===== src/rtl/asm_pkg.sv =====
package asm_pkg;

    typedef enum logic [2:0] {
        ST_IDLE,
        ST_LOW,
        ST_HIGH,
        ST_LESU,
        ST_LEHI,
        ST_DONE
    } asm_state_e;

    // cycles needed to cover ns at a clock period of period_ps, rounded up, at least 1
    function automatic int ns_to_cyc(input int ns, input int period_ps);
        int c;
        c = (ns * 1000 + period_ps - 1) / period_ps;
        if (c < 1) c = 1;
        return c;
    endfunction

    function automatic int imax(input int a, input int b);
        return (a > b) ? a : b;
    endfunction

endpackage


===== src/rtl/asm_word_fmt.sv =====
module asm_word_fmt #(
    parameter int WORD_W = 8
) (
    input  logic [WORD_W-1:0] req_val,
    output logic [WORD_W-1:0] word
);
    localparam logic [WORD_W-1:0] TOP_CODE = {1'b0, {(WORD_W-1){1'b1}}};

    // top bit reserved low, larger requests saturate
    always_comb begin
        if (req_val[WORD_W-1]) word = TOP_CODE;
        else                   word = req_val;
    end
endmodule


===== src/rtl/asm_holdoff.sv =====
module asm_holdoff #(
    parameter int HOLD = 4000
) (
    input  logic clk,
    input  logic rst_n,
    input  logic start,
    output logic busy
);
    localparam int HW = $clog2(HOLD + 1);
    localparam logic [HW-1:0] HOLD_V = HW'(HOLD);

    logic [HW-1:0] cnt_d, cnt_q;

    always_comb begin
        cnt_d = cnt_q;
        if (start)               cnt_d = HOLD_V;
        else if (cnt_q != '0)    cnt_d = cnt_q - 1'b1;
    end

    always_ff @(posedge clk or negedge rst_n) begin
        if (!rst_n) cnt_q <= '0;
        else        cnt_q <= cnt_d;
    end

    assign busy = (cnt_q != '0);
endmodule


===== src/rtl/atten_serial_master.sv =====
module atten_serial_master
    import asm_pkg::*;
#(
    parameter int CLK_PERIOD_PS = 10000,
    parameter int WORD_W        = 8,
    parameter int SCLK_HALF_NS  = 50,
    parameter int SDI_SETUP_NS  = 10,
    parameter int SDI_HOLD_NS   = 10,
    parameter int LE_SETUP_NS   = 10,
    parameter int LE_PULSE_NS   = 30,
    parameter int HOLDOFF_NS    = 40000
) (
    input  logic              clk,
    input  logic              rst_n,
    input  logic              req_valid,
    output logic              req_ready,
    input  logic [WORD_W-1:0] req_atten,
    output logic              ser_data,
    output logic              ser_clk,
    output logic              ser_le,
    output logic              mode_ser,
    output logic [WORD_W-2:0] par_ctl,
    output logic              done
);
    localparam int T_LO  = imax(ns_to_cyc(SCLK_HALF_NS, CLK_PERIOD_PS),
                                ns_to_cyc(SDI_SETUP_NS, CLK_PERIOD_PS));
    localparam int T_HI  = imax(ns_to_cyc(SCLK_HALF_NS, CLK_PERIOD_PS),
                                ns_to_cyc(SDI_HOLD_NS, CLK_PERIOD_PS));
    localparam int T_LES = ns_to_cyc(LE_SETUP_NS, CLK_PERIOD_PS);
    localparam int T_LEP = ns_to_cyc(LE_PULSE_NS, CLK_PERIOD_PS);
    localparam int T_HLD = ns_to_cyc(HOLDOFF_NS, CLK_PERIOD_PS);
    localparam int CW    = $clog2(imax(imax(T_LO, T_HI), imax(T_LES, T_LEP)) + 1);
    localparam int IW    = $clog2(WORD_W);

    localparam logic [CW-1:0] LO_RL  = CW'(T_LO - 1);
    localparam logic [CW-1:0] HI_RL  = CW'(T_HI - 1);
    localparam logic [CW-1:0] LES_RL = CW'(T_LES - 1);
    localparam logic [CW-1:0] LEP_RL = CW'(T_LEP - 1);
    localparam logic [IW-1:0] LAST_IDX = IW'(WORD_W - 1);

    typedef struct packed {
        asm_state_e        state;
        logic [CW-1:0]     cnt;
        logic [IW-1:0]     idx;
        logic [WORD_W-1:0] word;
        logic              sclk;
        logic              sdi;
        logic              le;
        logic              done;
    } ctrl_t;

    ctrl_t             ctl_d, ctl_q;
    logic [WORD_W-1:0] fmt_word;
    logic              hold_busy;
    logic              take;

    asm_word_fmt #(.WORD_W(WORD_W)) u_fmt (
        .req_val (req_atten),
        .word    (fmt_word)
    );

    asm_holdoff #(.HOLD(T_HLD)) u_hold (
        .clk   (clk),
        .rst_n (rst_n),
        .start (ctl_q.done),
        .busy  (hold_busy)
    );

    assign req_ready = (ctl_q.state == ST_IDLE) && !hold_busy;
    assign take      = req_valid && req_ready;

    always_comb begin
        ctl_d      = ctl_q;
        ctl_d.done = 1'b0;
        unique case (ctl_q.state)
            ST_IDLE: begin
                if (take) begin
                    ctl_d.state = ST_LOW;
                    ctl_d.cnt   = LO_RL;
                    ctl_d.idx   = '0;
                    ctl_d.word  = fmt_word;
                    ctl_d.sdi   = fmt_word[0];
                    ctl_d.sclk  = 1'b0;
                end
            end
            ST_LOW: begin
                if (ctl_q.cnt == '0) begin
                    ctl_d.state = ST_HIGH;
                    ctl_d.cnt   = HI_RL;
                    ctl_d.sclk  = 1'b1;
                end else begin
                    ctl_d.cnt = ctl_q.cnt - 1'b1;
                end
            end
            ST_HIGH: begin
                if (ctl_q.cnt == '0) begin
                    ctl_d.sclk = 1'b0;
                    if (ctl_q.idx == LAST_IDX) begin
                        ctl_d.state = ST_LESU;
                        ctl_d.cnt   = LES_RL;
                        ctl_d.sdi   = 1'b0;
                    end else begin
                        ctl_d.state = ST_LOW;
                        ctl_d.cnt   = LO_RL;
                        ctl_d.idx   = ctl_q.idx + 1'b1;
                        ctl_d.sdi   = ctl_q.word[ctl_q.idx + 1'b1];
                    end
                end else begin
                    ctl_d.cnt = ctl_q.cnt - 1'b1;
                end
            end
            ST_LESU: begin
                if (ctl_q.cnt == '0) begin
                    ctl_d.state = ST_LEHI;
                    ctl_d.cnt   = LEP_RL;
                    ctl_d.le    = 1'b1;
                end else begin
                    ctl_d.cnt = ctl_q.cnt - 1'b1;
                end
            end
            ST_LEHI: begin
                if (ctl_q.cnt == '0) begin
                    ctl_d.state = ST_DONE;
                    ctl_d.le    = 1'b0;
                    ctl_d.done  = 1'b1;
                end else begin
                    ctl_d.cnt = ctl_q.cnt - 1'b1;
                end
            end
            ST_DONE: begin
                ctl_d.state = ST_IDLE;
            end
            default: begin
                ctl_d.state = ST_IDLE;
            end
        endcase
    end

    always_ff @(posedge clk or negedge rst_n) begin
        if (!rst_n) begin
            ctl_q <= '{state: ST_IDLE, cnt: '0, idx: '0, word: '0,
                       sclk: 1'b0, sdi: 1'b0, le: 1'b0, done: 1'b0};
        end else begin
            ctl_q <= ctl_d;
        end
    end

    assign ser_data = ctl_q.sdi;
    assign ser_clk  = ctl_q.sclk;
    assign ser_le   = ctl_q.le;
    assign done     = ctl_q.done;
    // serial mode only, parallel lines parked low
    assign mode_ser = 1'b1;
    assign par_ctl  = '0;

endmodule


===== config.mk =====
export PLATFORM = sky130hd
export DESIGN_NAME = atten_serial_master
export DESIGN_NICKNAME = d
export VERILOG_FILES = /design/src/rtl/asm_pkg.sv /design/src/rtl/asm_word_fmt.sv /design/src/rtl/asm_holdoff.sv /design/src/rtl/atten_serial_master.sv
export SDC_FILE = /design/constraint.sdc
export NUM_CORES = 1
export LEC_CHECK = 0
export BUFFER_PORTS_ARGS = -buffer_cell sky130_fd_sc_hd__buf_2
export CAP_MARGIN = 5
export CORE_MARGIN = 5
export CORE_UTILIZATION = 30
export DETAILED_ROUTE_END_ITERATION = 16
export SLEW_MARGIN = 20
export SYNTH_ARGS = -nofsm -noshare
export SYNTH_HDL_FRONTEND = slang
export SYNTH_HIERARCHICAL = 1
export SYNTH_SLANG_ARGS = --single-unit

===== constraint.sdc =====
create_clock -name clk -period 2.7 [get_ports clk]
set_input_delay 0.54 -clock clk [delete_from_list [all_inputs] [get_ports clk]]
set_output_delay 0.54 -clock clk [all_outputs]
set_load 0.02 [all_outputs]

# --- After elaboration in Yosys (flattened, before gate mapping) ---
# Cells that the tools add are included.
totals:
  output_inout_bits: 13
  wordCells: 71
  register_bits: 33
  input_bits: 11
op_classes:
  n_reduce_logical: 18
  mux: 28
  n_addsub: 3
  n_eq_ne: 12
  order_cmp: 1
op_table:
  columns: ["operator", "count"]
  rows:
  - ["$mux 3", 10]
  - ["$pmux 3 s5", 2]
  - ["$mux 12", 2]
  - ["$mux 19", 1]
  - ["$ne 2x2->1 const B", 7]
  - ["$reduce_bool 12->1", 1]
  - ["$sub 12x1->12 const B", 1]
  - ["$reduce_and 3->1", 3]
  - ["$reduce_and 4->1", 2]
  - ["$mux 7", 1]
  - ["$eq 3x2->1 const B", 2]
  - ["$eq 3x3->1 const B", 2]
  - ["$logic_not 3->1", 2]
  - ["$pmux 3 s2", 1]
  - ["$reduce_bool 2->1", 3]
  - ["$mux 5", 1]
  - ["$reduce_and 5->1", 1]
  - ["$reduce_bool 5->1", 1]
  - ["$lt 3x4->1 const B", 1]
  - ["$mux 1", 4]
  - ["$mux 2", 2]
  - ["$pmux 1 s2", 2]
  - ["$add 3x1->3 const B", 1]
  - ["$bmux 1 s3", 1]
  - ["other kinds (7)", 8]

# --- Longest topological paths before layout ---
# Gate-level depths: netlist of the first run.
depth:
  word_depth: 6
  depth_mapped: 9
  depth_no_buf: 8

# --- Modules after synthesis ---
# Netlist of the first run, hierarchy kept.
modules_own_cells:
  columns: ["module", "instances", "seq_area_each_um2", "cells_per_inst", "area_each_um2"]
  rows:
  - ["atten_serial_master", 1, 525.5, 126, 1248.7]
  - ["asm_holdoff", 1, 300.3, 69, 673.1]
  - ["asm_word_fmt", 1, 0.0, 9, 55.1]

# --- Least setup slack after synthesis of the first run ---
# No wires, ideal clock.
synth_path:
  path_kind: "register to register"
  from: "reg u_hold.cnt_q[0]"
  to: "reg ctl_q[10] (netlist name)"
  required_ps: 2575
  arrival_time_ps: 2170
  stages_incl_launch_ff: 9
  path_slack_ps: 405
  n_path_buf: 1
  setup_ps: 125
  synth_period_minus_slack_ps: 2295
  path_cell_list: "dfrtp_1 inv_1 ha_1 nor2b_1 nand4_1 nand2b_1 clkbuf_1 nor3_4 mux2_2"
synth_between:
  elab_chain_cells: 5
synth_lines:
  columns: ["item", "line", "rtl"]
  rows:
  - ["start: declaration", "asm_holdoff.sv:12", "logic [HW-1:0] cnt_d, cnt_q;"]
  - ["start signal: assignment", "asm_holdoff.sv:22", "else cnt_q <= cnt_d;"]
  - ["$reduce_bool 12->1", "asm_holdoff.sv:25", "assign busy = (cnt_q != '0);"]
  - ["via hold_busy", "atten_serial_master.sv:54", "logic hold_busy;"]
  - ["$logic_not 1->1", "atten_serial_master.sv:69", "assign req_ready = (ctl_q.state == ST_IDLE) && !hold_busy;"]
  - ["$logic_and 1x1->1", "atten_serial_master.sv:69", null]
  - ["$logic_and 1x1->1", "atten_serial_master.sv:70", "assign take = req_valid && req_ready;"]
  - ["$reduce_and 2->1 (no line)", null, null]
  - ["end signal: assignment", "atten_serial_master.sv:141", "ctl_q <= '{state: ST_IDLE, cnt: '0, idx: '0, word: '0,"]
  - ["end signal: assignment", "atten_serial_master.sv:144", "ctl_q <= ctl_d;"]
  - ["end: declaration", "atten_serial_master.sv:52", "ctrl_t ctl_d, ctl_q;"]
# The timed path passes the listed nets, and every way through them passes these cells.
# A chain may end at the register's enable or synchronous reset.

# --- Worst setup path in the final report of the first run ---
layout_path:
  from: "reg u_hold.cnt_q[0]"
  to: "out req_ready"
layout_between:
  elab_chain_cells: 3
layout_lines:
  columns: ["item", "line", "rtl"]
  rows:
  - ["$reduce_bool 12->1", "asm_holdoff.sv:25", null]
  - ["via hold_busy", "atten_serial_master.sv:54", null]
  - ["$logic_not 1->1", "atten_serial_master.sv:69", null]
  - ["$logic_and 1x1->1", "atten_serial_master.sv:69", null]
  - ["end: declaration", "atten_serial_master.sv:16", "output logic req_ready,"]
# The timed path passes the listed nets, and every way through them passes these cells.

==> metrics.md, run 1 <==
| Metric | Value |
|---|---|
| Synth Warn # | 6 |
| Cell family with most CP delay | simple AND/OR/NAND/NOR gates |
| Hpwl dp | roughly 2.8 mm |
| Via/cell ratio | 4.983 |
| Pwr Density | 466.2 mW/mm^2 |
| Clk sink count | 33 |
| Worst min-delay path class | input port to asynchronous set/reset pin |
| Antenna diode count | 0 |
| Initial core utilization | 30.96% |
| Fin Hold WS | 304.5 ps |
| Synthesized flop and latch total | 33 |
| Crit share post-route | 92.18% |
| Most common cell in the synthesized netlist | dfrtp_1 |
| Slowest library cell on the worst path | dfrtp_1 |
| WP buf/inv | 3 |
| Htree depth | 2 |
| Placed cell areas | 0.002082 mm^2 |
| Top sig layer | met4 |
| Slew Viols, Final | 0 |
| Clock Tree Root | clkbuf_8 |
| Num CTS Buffers | 5 |
| Sw frac | 22.33% |
| Port Buf Inserts | 15 |
| GPL Wtd Cong | ~0.75 |
| Core region area | roughly 0.0064 mm^2 |
| Layout filler cell count | 674 |
| Drt drc | 0 |
| Syn Std Cell Area | 0.001977 mm^2 |
| Worst EP arrival | 1950 ps |
| Overall routing resource usage | 9.697% |
| Leak | 0.9963 nW |
| First-pass GRT wire length | 6.651 mm |
| Crit. End Element | output pin |
| # nets final | 233 |
| Drt first-iter violations | 37 |
| NetSw | 0.2287 mW |
| Worst-path cell chain | inv_1, ha_1, nor2b_1, nand4_1, buf_4, nor3_1, buf_2 |
| WL met3 | 130 um |
| Met2 Routed Length | 1.913 mm |
| Area grow syn2layout | 11.14% |
| CTS max path bufs | 2 |
| Max-cap violations | 0 |
| Pint | 0.7956 mW |
| RSZ-0062 raised after global routing | false |
| WS Path Type | flop to output pin |
| Clk pwr share | 45.9% |
| Status | finished clean |
| Sequential area share after synthesis | 41.77% |
| Synth cell count leaders | 33 x dfrtp_1, 17 x nor2_1, 16 x o21ai_0 |
| Post-CTS Setup Repair Bufs | 0 |
| Worst Setup Start Kind | flop |
| Relative slew slack | 51.66% |
| Async SR Flop Fraction | 100.0% |
| CTS tree | yes |
| Vias in the first global route | 1453 |
| Grt total ovfl | 0 |
| Pin count of the biggest net entering global routing | 34 |
| Max Clock Freq | around 400 MHz |
| Post-CTS Resized | 0 |
| Final hold vios | 0 |
| Vias | around 1500 |
| Iteration count of the initial detailed-routing pass | 4 |
| CP max FO | 8 |
| Vert. Die Dim | 91.18 um |
| Fin util | 34.40% |
| Required time of the worst setup path | 2160 ps |
| Share of power burned in registers | 49.4% |
| Reg clk slew, reported paths | approximately 70 ps |
| # rows | 29 |
| Final instance area | 0.002197 mm^2 |
| Final setup viols | 0 |
| Setup TNS | 0 ps |
| Antenna violations before repair | 0 |
| Yosys top cell area share | 41.77% |
| Largest area contributor in the netlist | dfrtp_1 |
| Worst setup margin | 211.2 ps |
| Io pins | 24 |
| R2r startpoint | u_hold/cnt_q[0]$_DFFE_PN0P_ |
| Final WL | 3.866 mm |
| Most used DFF post-synth | dfrtp_1 |
| Drt wl/cell | 13.15 um |
| Number of synthesized flops with an enable pin | 0 |
| Antenna Nets Post-Route | 0 |
| Synth top area cells | dfrtp_1 42%, mux2_2 5.7%, o21ai_0 4.1%, ha_1 3.8%, buf_4 3.4% |
| Share of cells above drive strength 1 | 19.82% |
| Worst setup path start | u_hold/cnt_q[0]$_DFFE_PN0P_ |
| Avg Inst Size Synth | approximately 9.7 um^2 |
| Maximum VDD drop | 259.8 uV |
| Clock latency on the worst-skew pair | 290 ps |
| Hold buffers post-CTS | 0 |
| Worst slew pin tran | 725.0 ps |
| Library cells used by synthesis | 48 |
| Metal-1 WL | 1.787 mm |
| Worst slack, placed | 365.0 ps |
| Max Clock Skew | 12.01 ps |
| Post-Synthesis Cells | 204 |
| Min cycle time layout | 2489 ps |
| Die ar. | 0.008313 mm^2 |
| CP peak stage delay | roughly 400 ps |
| Combinational power share | 4.6% |
| Chip width | 91.18 um |
## cells in the final DEF, fill, tap and decap left out, types with 2 or more instances in the layout
cell type,Yosys,routed
dfrtp_1,33,33
nor2_1,17,17
o21ai_0,16,16
buf_2,2,15
mux2_2,10,10
a21oi_1,9,9
conb_1,3,9
nand2_1,8,8
inv_1,7,7
or2_1,7,7
nand2b_1,6,6
ha_1,6,6
nor3_1,5,5
clkbuf_8,0,5
nand3b_1,4,4
nor2b_1,4,4
mux2i_1,4,4
nand3_1,4,4
or3_1,4,4
a22o_1,3,3
nor4_1,3,3
o2bb2ai_1,2,2
nor3b_1,2,2
a211oi_1,2,2
a311oi_1,2,2
buf_4,9,2
xnor2_1,2,2
o31a_1,2,2
o21a_1,2,2
## worst paths after layout
path | to | slack (ps) | cells after the start
setup / recovery | req_ready | 210 | 7
hold / removal | u_hold/cnt_q[6]$_DFFE_PN0P_ | 300 | 1
setup reg to reg | ctl_q[5]$_DFFE_PN0P_ | 350 | 7
hold reg to reg | ctl_q[8]$_DFFE_PN0P_ | 510 | 1
max in group asynchronous | done$_DFF_PN0_ | 1920 | 1
min in group clk | ctl_q[8]$_DFFE_PN0P_ | 510 | 1
## final cells by class
type	count	area (um^2)	area share (%)
tap	77	96.34	4.385
timing repair buffer	17	90.09	4.100
inverter	7	26.28	1.196
clock inverter	3	46.29	2.107
sequential	33	825.8	37.59
clock buffer	5	68.82	3.132
multi-input combinational	152	1044	47.49
## cell families after synthesis
group / after synthesis / share of synthesized area [%]
buffers and inverters: 25 / 6.583
XOR/XNOR: 2 / 0.8862
flip-flops: 33 / 41.77
other: 3 / 0.5696
adder cells (fa/ha/maj): 6 / 3.797
multiplexers: 15 / 8.861
AO/OA/AOI/OAI: 45 / 15.06
AND/OR/NAND/NOR: 75 / 22.47
## metrics by stage
| stage | std cells | total power [mW] |
|---|---|---|
| 3_5_place_dp | 286 | 0.5651 |
| 3_3_place_gp | 286 | 0.5645 |
| 6_report | 294 | 1.024 |
| 5_1_grt | 294 | 1.072 |
| 4_1_cts | 294 | 1.044 |
| 2_1_floorplan | 210 | 0.5526 |
## routing by layer
layer	vias to the layer above	track usage, %
met5	-	0
met4	0	3.301
met3	4	3.140
met2	19	15.99
met1	707	11.92
li1	735	-
## power by group through the flow
stage                     clock network, mW  logic (mW)  registers [mW]
after global routing                  0.511      0.0541           0.507
after detailed placement                  0      0.0490           0.516
after global placement                    0      0.0485           0.516
after CTS                             0.489      0.0490           0.506
final                                 0.471      0.0475           0.506
after floorplan                           0      0.0364           0.516
## registers in the layout, indices dropped and copies added (netlist names)
signal        count
ser_clk           1
ser_le            1
u_hold/cnt_q     12
done              1
ctl_q            17
ser_data          1
No activity file was read; power rests on OpenSTA's default activity.
==> run 2: changes to the inputs <==
--- a/config.mk
+++ b/config.mk
@@ -5,11 +5,12 @@
 export SDC_FILE = /design/constraint.sdc
 export NUM_CORES = 1
 export LEC_CHECK = 0
-export BUFFER_PORTS_ARGS = -buffer_cell sky130_fd_sc_hd__buf_2
 export CAP_MARGIN = 5
 export CORE_MARGIN = 5
 export CORE_UTILIZATION = 30
 export DETAILED_ROUTE_END_ITERATION = 16
+export DONT_BUFFER_PORTS = 1
+export PLACE_DENSITY = 0.44
 export SLEW_MARGIN = 20
 export SYNTH_ARGS = -nofsm -noshare
 export SYNTH_HDL_FRONTEND = slang
==> run 2 against run 1 <==
Highest routed layer unchanged. Non-clock buffer count down 12. Largest power group unchanged. Critical endpoint unchanged. Register-to-register slack better by 40 ps. Critical path depth unchanged. Critical path type unchanged.
==> metrics.md, run 2 (synthesis results as in run 1) <==
| Metric | Value |
|---|---|
| Status | finished clean |
| Overall routing resource usage | 10.19% |
| Post-CTS Setup Repair Bufs | 0 |
| Min cycle time layout | 2426 ps |
| Met1 GRT Util | between 10 and 15% |
| WS Path Type | flop to output pin |
| Worst slack, placed | 351.9 ps |
| Max Clock Skew | 8.377 ps |
| Core region area | 0.006386 mm^2 |
| WP buf/inv | 3 |
| Drt drc | 0 |
| Pwr Density | between 400 and 500 mW/mm^2 |
| Relative slew slack | 58.11% |
| Grt total ovfl | 0 |
| RR Endpoint | ctl_q[6]$_DFFE_PN0P_ |
| Finished Layout Cells | 281 |
| Htree depth | 2 |
| Die ar. | between 0.008 and 0.009 mm^2 |
| Worst EP arrival | 1890 ps |
| Cells on worst reg2reg path | 7 |
| CTS tree | yes |
| Clock Tree Root | clkbuf_8 |
| Final setup viols | 0 |
| Iteration count of the initial detailed-routing pass | 4 |
| Met3 Use GR | 3.388% |
| RSZ-0062 raised after global routing | false |
| CP peak stage delay | 410 ps |
| Most frequent CP cell | buf_4 |
| Vert. Die Dim | 91.18 um |
| # rows | 29 |
| CP max FO | 8 |
| Post-CTS Resized | 0 |
| Clk sink count | 33 |
| CTS max path bufs | 2 |
| Setup TNS | 0 ps |
| Worst slew pin tran | 628.3 ps |
| Hold buffers post-CTS | 1 |
| Via/cell ratio | just over 5 |
| Antenna violations before repair | 0 |
| Worst-path cell chain | inv_1, ha_1, nor2b_1, nand4_1, buf_4, nor3_1, buf_4 |
| Drt wl/cell | 14.17 um |
| Most frequent cells in the layout | 33 x dfrtp_1, 17 x nor2_1, 16 x o21ai_0 |
| Vias in the first global route | 1391 |
| M2 GR Usage | 14.78% |
| Worst setup margin | 274.3 ps |
| Placed cell areas | a little over 0.002 mm^2 |
| Chip width | 91.18 um |
| Num CTS Buffers | 5 |
| Slowest library cell on the worst path | dfrtp_1 |
| Regs by FF count | ctl_q: 17 flops, u_hold/cnt_q: 12 flops |
| Layer with the highest usage | met2 |
| R2r startpoint | u_hold/cnt_q[0]$_DFFE_PN0P_ |
| Maximum VDD drop | between 150 and 200 uV |
| GPL Wtd Cong | 0.6883 |
| Instance count on the critical path | 7 |
| Max Clock Freq | 412.3 MHz |
| First-pass GRT wire length | 6.955 mm |
| Hpwl dp | ~2.7 mm |
| Crit. End Element | output pin |
| Worst Setup Start Kind | flop |
| Clock latency on the worst-skew pair | 290 ps |
| Reg clk slew, reported paths | 70 ps |
| Drt first-iter violations | 20 |
| Max-cap violations | 0 |
| Antenna diode count | 0 |
| Final hold vios | 0 |
| Final instance area | 0.002128 mm^2 |
| Leak | 0.9439 nW |
| Largest register FFs | 17 |
| Cell family with most CP delay | simple AND/OR/NAND/NOR gates |
| Final Total Pwr | 0.9315 mW |
| Area grow syn2layout | 7.658% |
| Vias | ~1400 |
| # nets final | between 200 and 250 |
| Port Buf Inserts | 0 |
| Flop2flop setup slack | 390 ps |
| Final WL | around 4 mm |
| Pin count of the biggest net entering global routing | 34 |
| Commonest non-fill, non-tap cell in the layout | dfrtp_1 |
| Slew Viols, Final | 0 |
| Share of cells above drive strength 1 | between 10% and 20% |
| Worst min-delay path class | input port to asynchronous set/reset pin |
| Required time of the worst setup path | between 2000 and 2500 ps |
| Largest reg by FF count | ctl_q |
| Initial core utilization | 30.96% |
| Io pins | 24 |
| Crit share post-route | 89.84% |
| Placed insts | 273 |
| Antenna Nets Post-Route | 0 |
[run 2: changes by cell type in the layout (fill, tap and decap cells not counted), sizes merged]
cell      before  now
buf           17    5
clkbuf         5    7
bufinv         1    0
clkinv         1    0
clkinvlp       1    0
[run 2: power by group]
part | total (mW) | internal, mW | switching [mW]
registers | 0.508 | 0.503 | 0.00570
clock network | 0.382 | 0.202 | 0.180
logic | 0.0413 | 0.0147 | 0.0266
total | 0.931 | 0.720 | 0.212
[run 2: routing by layer]
| metal | share of wire (%) | vias to the layer above |
|---|---|---|
| met1 | 47 | 682 |
| met4 | 1.4 | 0 |
| met2 | 46 | 24 |
| li1 | - | 713 |
| met5 | 0 | - |
| met3 | 5.3 | 6 |
[run 2: worst register-to-register path, stage by stage (launching register included)]
cell,delay [ps]
dfrtp_1,410
inv_1,110
ha_1,160
nor2b_1,220
nand4_1,140
nand2b_1,340
nor3_4,430
mux2_2,390
[run 2: stage by stage]
stage	util [%]	hold slack [ps]
CTS	33.33	80.64
global placement	31.66	245.5
floorplan	-	244.4
detailed placement	31.66	245.6
finish	33.33	77.59
global route	33.33	83.87
[run 2: area by class of cell]
class | instances | area, um^2
flip-flops and latches | 33 | 825.8
fillers | 648 | 4258
clock buffers | 7 | 86.33
inverters | 7 | 26.28
multi-input cells | 152 | 1044
well taps | 77 | 96.34
repair buffers | 5 | 50.05
[run 2: worst max-delay path by stage]
stage | startpoint | endpoint | slack (ps)
2_1_floorplan | u_hold/cnt_q[0]$_DFFE_PN0P_ | ctl_q[10]$_DFFE_PN0P_ | 410
3_3_place_gp | u_hold/cnt_q[0]$_DFFE_PN0P_ | ctl_q[8]$_DFFE_PN0P_ | 390
3_5_place_dp | u_hold/cnt_q[0]$_DFFE_PN0P_ | ctl_q[6]$_DFFE_PN0P_ | 350
4_1_cts | u_hold/cnt_q[0]$_DFFE_PN0P_ | req_ready | 220
5_1_grt | u_hold/cnt_q[0]$_DFFE_PN0P_ | req_ready | 60
6_report | u_hold/cnt_q[0]$_DFFE_PN0P_ | req_ready | 270
==> run 3: changes to the inputs <==
--- a/config.mk
+++ b/config.mk
@@ -5,11 +5,14 @@
 export SDC_FILE = /design/constraint.sdc
 export NUM_CORES = 1
 export LEC_CHECK = 0
+export ABC_AREA = 1
 export CAP_MARGIN = 5
 export CORE_MARGIN = 5
 export CORE_UTILIZATION = 30
+export CTS_CLUSTER_SIZE = 12
 export DETAILED_ROUTE_END_ITERATION = 16
 export DONT_BUFFER_PORTS = 1
+export GPL_TIMING_DRIVEN = 0
 export PLACE_DENSITY = 0.44
 export SLEW_MARGIN = 20
 export SYNTH_ARGS = -nofsm -noshare
==> run 3 against run 2 <==
Register-to-register slack improved by 130 ps. Via count rose by 23%. Synthesized cell count increased by 45%. Fmax down 1.2%. Utilization up 1.4 points. Critical path type unchanged. Largest cell class unchanged. Highest routed layer unchanged.
==> metrics.md, run 3 <==
| Metric | Value |
|---|---|
| Num CTS Buffers | 5 |
| Sw frac | 44.64% |
| Synth Warn # | 6 |
| Antenna Nets Post-Route | 0 |
| Area grow syn2layout | 13.96% |
| Drt drc | 0 |
| Io pins | 24 |
| Pin count of the biggest net entering global routing | 34 |
| GPL Wtd Cong | 0.7985 |
| Share of power burned in registers | 35.9% |
| Status | finished clean |
| Overall routing resource usage | 11.62% |
| First-pass GRT wire length | 8.128 mm |
| Met1 GRT Util | between 10% and 20% |
| Crit share post-route | a little over 90% |
| Slew Viols, Final | 0 |
| Max Clock Skew | ~9.5 ps |
| CTS max path bufs | 2 |
| Placed cell areas | around 0.0023 mm^2 |
| Combinational power share | 44.1% |
| Vert. Die Dim | 95.39 um |
| Syn Std Cell Area | 0.002187 mm^2 |
| Most common cell in the synthesized netlist | nand2_1 |
| # nets final | 326 |
| Clock latency on the worst-skew pair | 290 ps |
| Synth cell count leaders | 73 x nand2_1, 49 x inv_1, 33 x dfrtp_1 |
| WS Path Type | flop to output pin |
| Iteration count of the initial detailed-routing pass | 4 |
| Max Clock Freq | between 400 and 500 MHz |
| Finished Layout Cells | 409 |
| Commonest non-fill, non-tap cell in the layout | nand2_1 |
| Largest reg by FF count | ctl_q |
| Pwr Density | 1009 mW/mm^2 |
| Die ar. | 0.009098 mm^2 |
| Final hold vios | 0 |
| Synthesized flop and latch total | 33 |
| Initial core utilization | around 30% |
| Final instance area | 0.002492 mm^2 |
| Most used DFF post-synth | dfrtp_1 |
| Post-Synthesis Cells | 295 |
| Crit. End Element | output pin |
| Number of synthesized flops with an enable pin | 0 |
| Post-CTS Setup Repair Bufs | 0 |
| Share of cells above drive strength 1 | 17.74% |
| Antenna diode count | 0 |
| Layout filler cell count | between 700 and 800 |
| M2 GR Usage | a little under a fifth |
| Most frequent cells in the layout | 73 x nand2_1, 49 x inv_1, 33 x dfrtp_1 |
| Setup TNS | 0 ps |
| Worst min-delay path class | input port to asynchronous set/reset pin |
| CP max FO | 8 |
| Placed insts | 400 |
| Required time of the worst setup path | 2160 ps |
| Min cycle time layout | 2454 ps |
| Regs by FF count | ctl_q: 17 flops, u_hold/cnt_q: 12 flops |
| Library cells used by synthesis | 33 |
| Chip width | 95.39 um |
| Reg clk slew, reported paths | 70 ps |
| Sequential area share after synthesis | 37.76% |
| Pint | 1.393 mW |
| Drt first-iter violations | 35 |
| Clock Tree Root | clkbuf_8 |
| Grt total ovfl | 0 |
| Met3 Use GR | 3.078% |
| Max-cap violations | 0 |
| Via/cell ratio | 4.284 |
| Clk pwr share | 19.9% |
| CTS tree | yes |
| Vias | 1752 |
| Clk sink count | 33 |
| Maximum VDD drop | 234.2 uV |
| Largest register FFs | 17 |
| Final WL | about 4.7 mm |
| Antenna violations before repair | 0 |
| NetSw | 1.123 mW |
| Final setup viols | 0 |
| RSZ-0062 raised after global routing | false |
| Worst EP arrival | 1910 ps |
| Layer with the highest usage | met2 |
| Hpwl dp | 3.488 mm |
| Htree depth | 2 |
| Synth top area cells | dfrtp_1 38%, nand2_1 13%, inv_1 8.4%, nand3_1 6.6%, nor2_1 3.8% |
| Drt wl/cell | 11.51 um |
| Largest area contributor in the netlist | dfrtp_1 |
| Avg Inst Size Synth | between 7 and 8 um^2 |
| Leak | 1.258 nW |
| # rows | 31 |
| Async SR Flop Fraction | 100.0% |
| Final Total Pwr | 2.516 mW |
| Port Buf Inserts | 0 |
| Yosys top cell area share | 37.76% |
| Worst Setup Start Kind | flop |
| Core region area | about 0.0072 mm^2 |
| Vias in the first global route | 1743 |
[run 3: cell types whose count changed in the layout (fill, tap and decap cells not counted), moves of 5 or more]
cell | previous run | this run
o21ai_1 | 0 | 10
buf_4 | 4 | 9
nand2_1 | 8 | 73
nand2b_1 | 6 | 0
nand3_1 | 4 | 28
nor2_4 | 0 | 5
inv_1 | 7 | 49
or2_1 | 7 | 1
inv_2 | 0 | 6
o21ai_2 | 0 | 5
mux2_2 | 10 | 0
o21ai_0 | 16 | 6
nand2_2 | 0 | 8
[run 3: worst paths after layout]
path,from,endpoint,slack [ps],cells after the start
max,u_hold/cnt_q[0]$_DFFE_PN0P_,req_ready,250,6
min,rst_n,u_hold/cnt_q[0]$_DFFE_PN0P_,80,1
max reg2reg,u_hold/cnt_q[0]$_DFFE_PN0P_,ctl_q[17]$_DFFE_PN0P_,520,12
min reg2reg,ctl_q[16]$_DFFE_PN0P_,ctl_q[16]$_DFFE_PN0P_,490,2
max in group asynchronous,rst_n,done$_DFF_PN0_,2440,1
min in group clk,req_atten[3],ctl_q[7]$_DFFE_PN0P_,460,4
[run 3: cell type report]
type                            instances  area, um^2  area share, %
Sequential cell                        33       825.8          33.13
Clock buffer                            6       82.58          3.313
Inverter                               56       212.7          8.534
Buffer                                 10       78.83          3.163
Multi-Input combinational cell        202        1111          44.58
Timing Repair Buffer                    1       20.02         0.8032
Tap cell                               99       123.9          4.970
Clock inverter                          2       37.54          1.506
[run 3: kinds of logic after synthesis]
family | synth area share (%)
other | 0.5148
xor gates and xnor gates | 0.8011
and+or+nand+nor | 33.75
adders and majority gates | 3.432
DFF | 37.76
AOI/OAI and AO/OA | 10.41
buffers and inverters | 13.33
[run 3: worst max-delay path, cell delays in order, from the launching register on]
cell     delay (ps)
dfrtp_1         360
inv_1           210
ha_1            250
nand2_1          90
nor4_2          280
nand3_2         210
nor2_4          230
[run 3: routing by layer]
layer  routed length (um)  vias up  share of wire [%]
met5                    0        -                  0
met4                   72        0                1.5
met3                  183        5                3.9
met2                 2241       20                 48
met1                 2210      790                 47
li1                     -      937                  -
[run 3: metrics by stage]
stage          worst slack (ps)  util [%]  hold slack [ps]
2_1_floorplan             623.5         -            244.4
3_3_place_gp              349.1     32.52            245.8
3_5_place_dp              347.7     32.52            245.9
4_1_cts                   8.343     34.47            66.59
5_1_grt                   40.54     34.73            78.63
6_report                  245.7     34.73            79.40
[run 3: power by group through the flow]
stage | clock network [mW] | logic, mW | registers, mW
after floorplan | 0 | 0.913 | 0.870
after global placement | 0 | 1.09 | 0.920
after detailed placement | 0 | 1.09 | 0.917
after CTS | 0.527 | 1.11 | 0.906
after global routing | 0.541 | 1.29 | 0.932
final | 0.501 | 1.11 | 0.904
[run 3: what timing repair did]
action | in CTS | in global routing
hold buffers | 1 | 0
hold endpoints to repair | 33 | 0
resized for setup | 0 | 4
endpoints found under the setup margin | 0 | 1
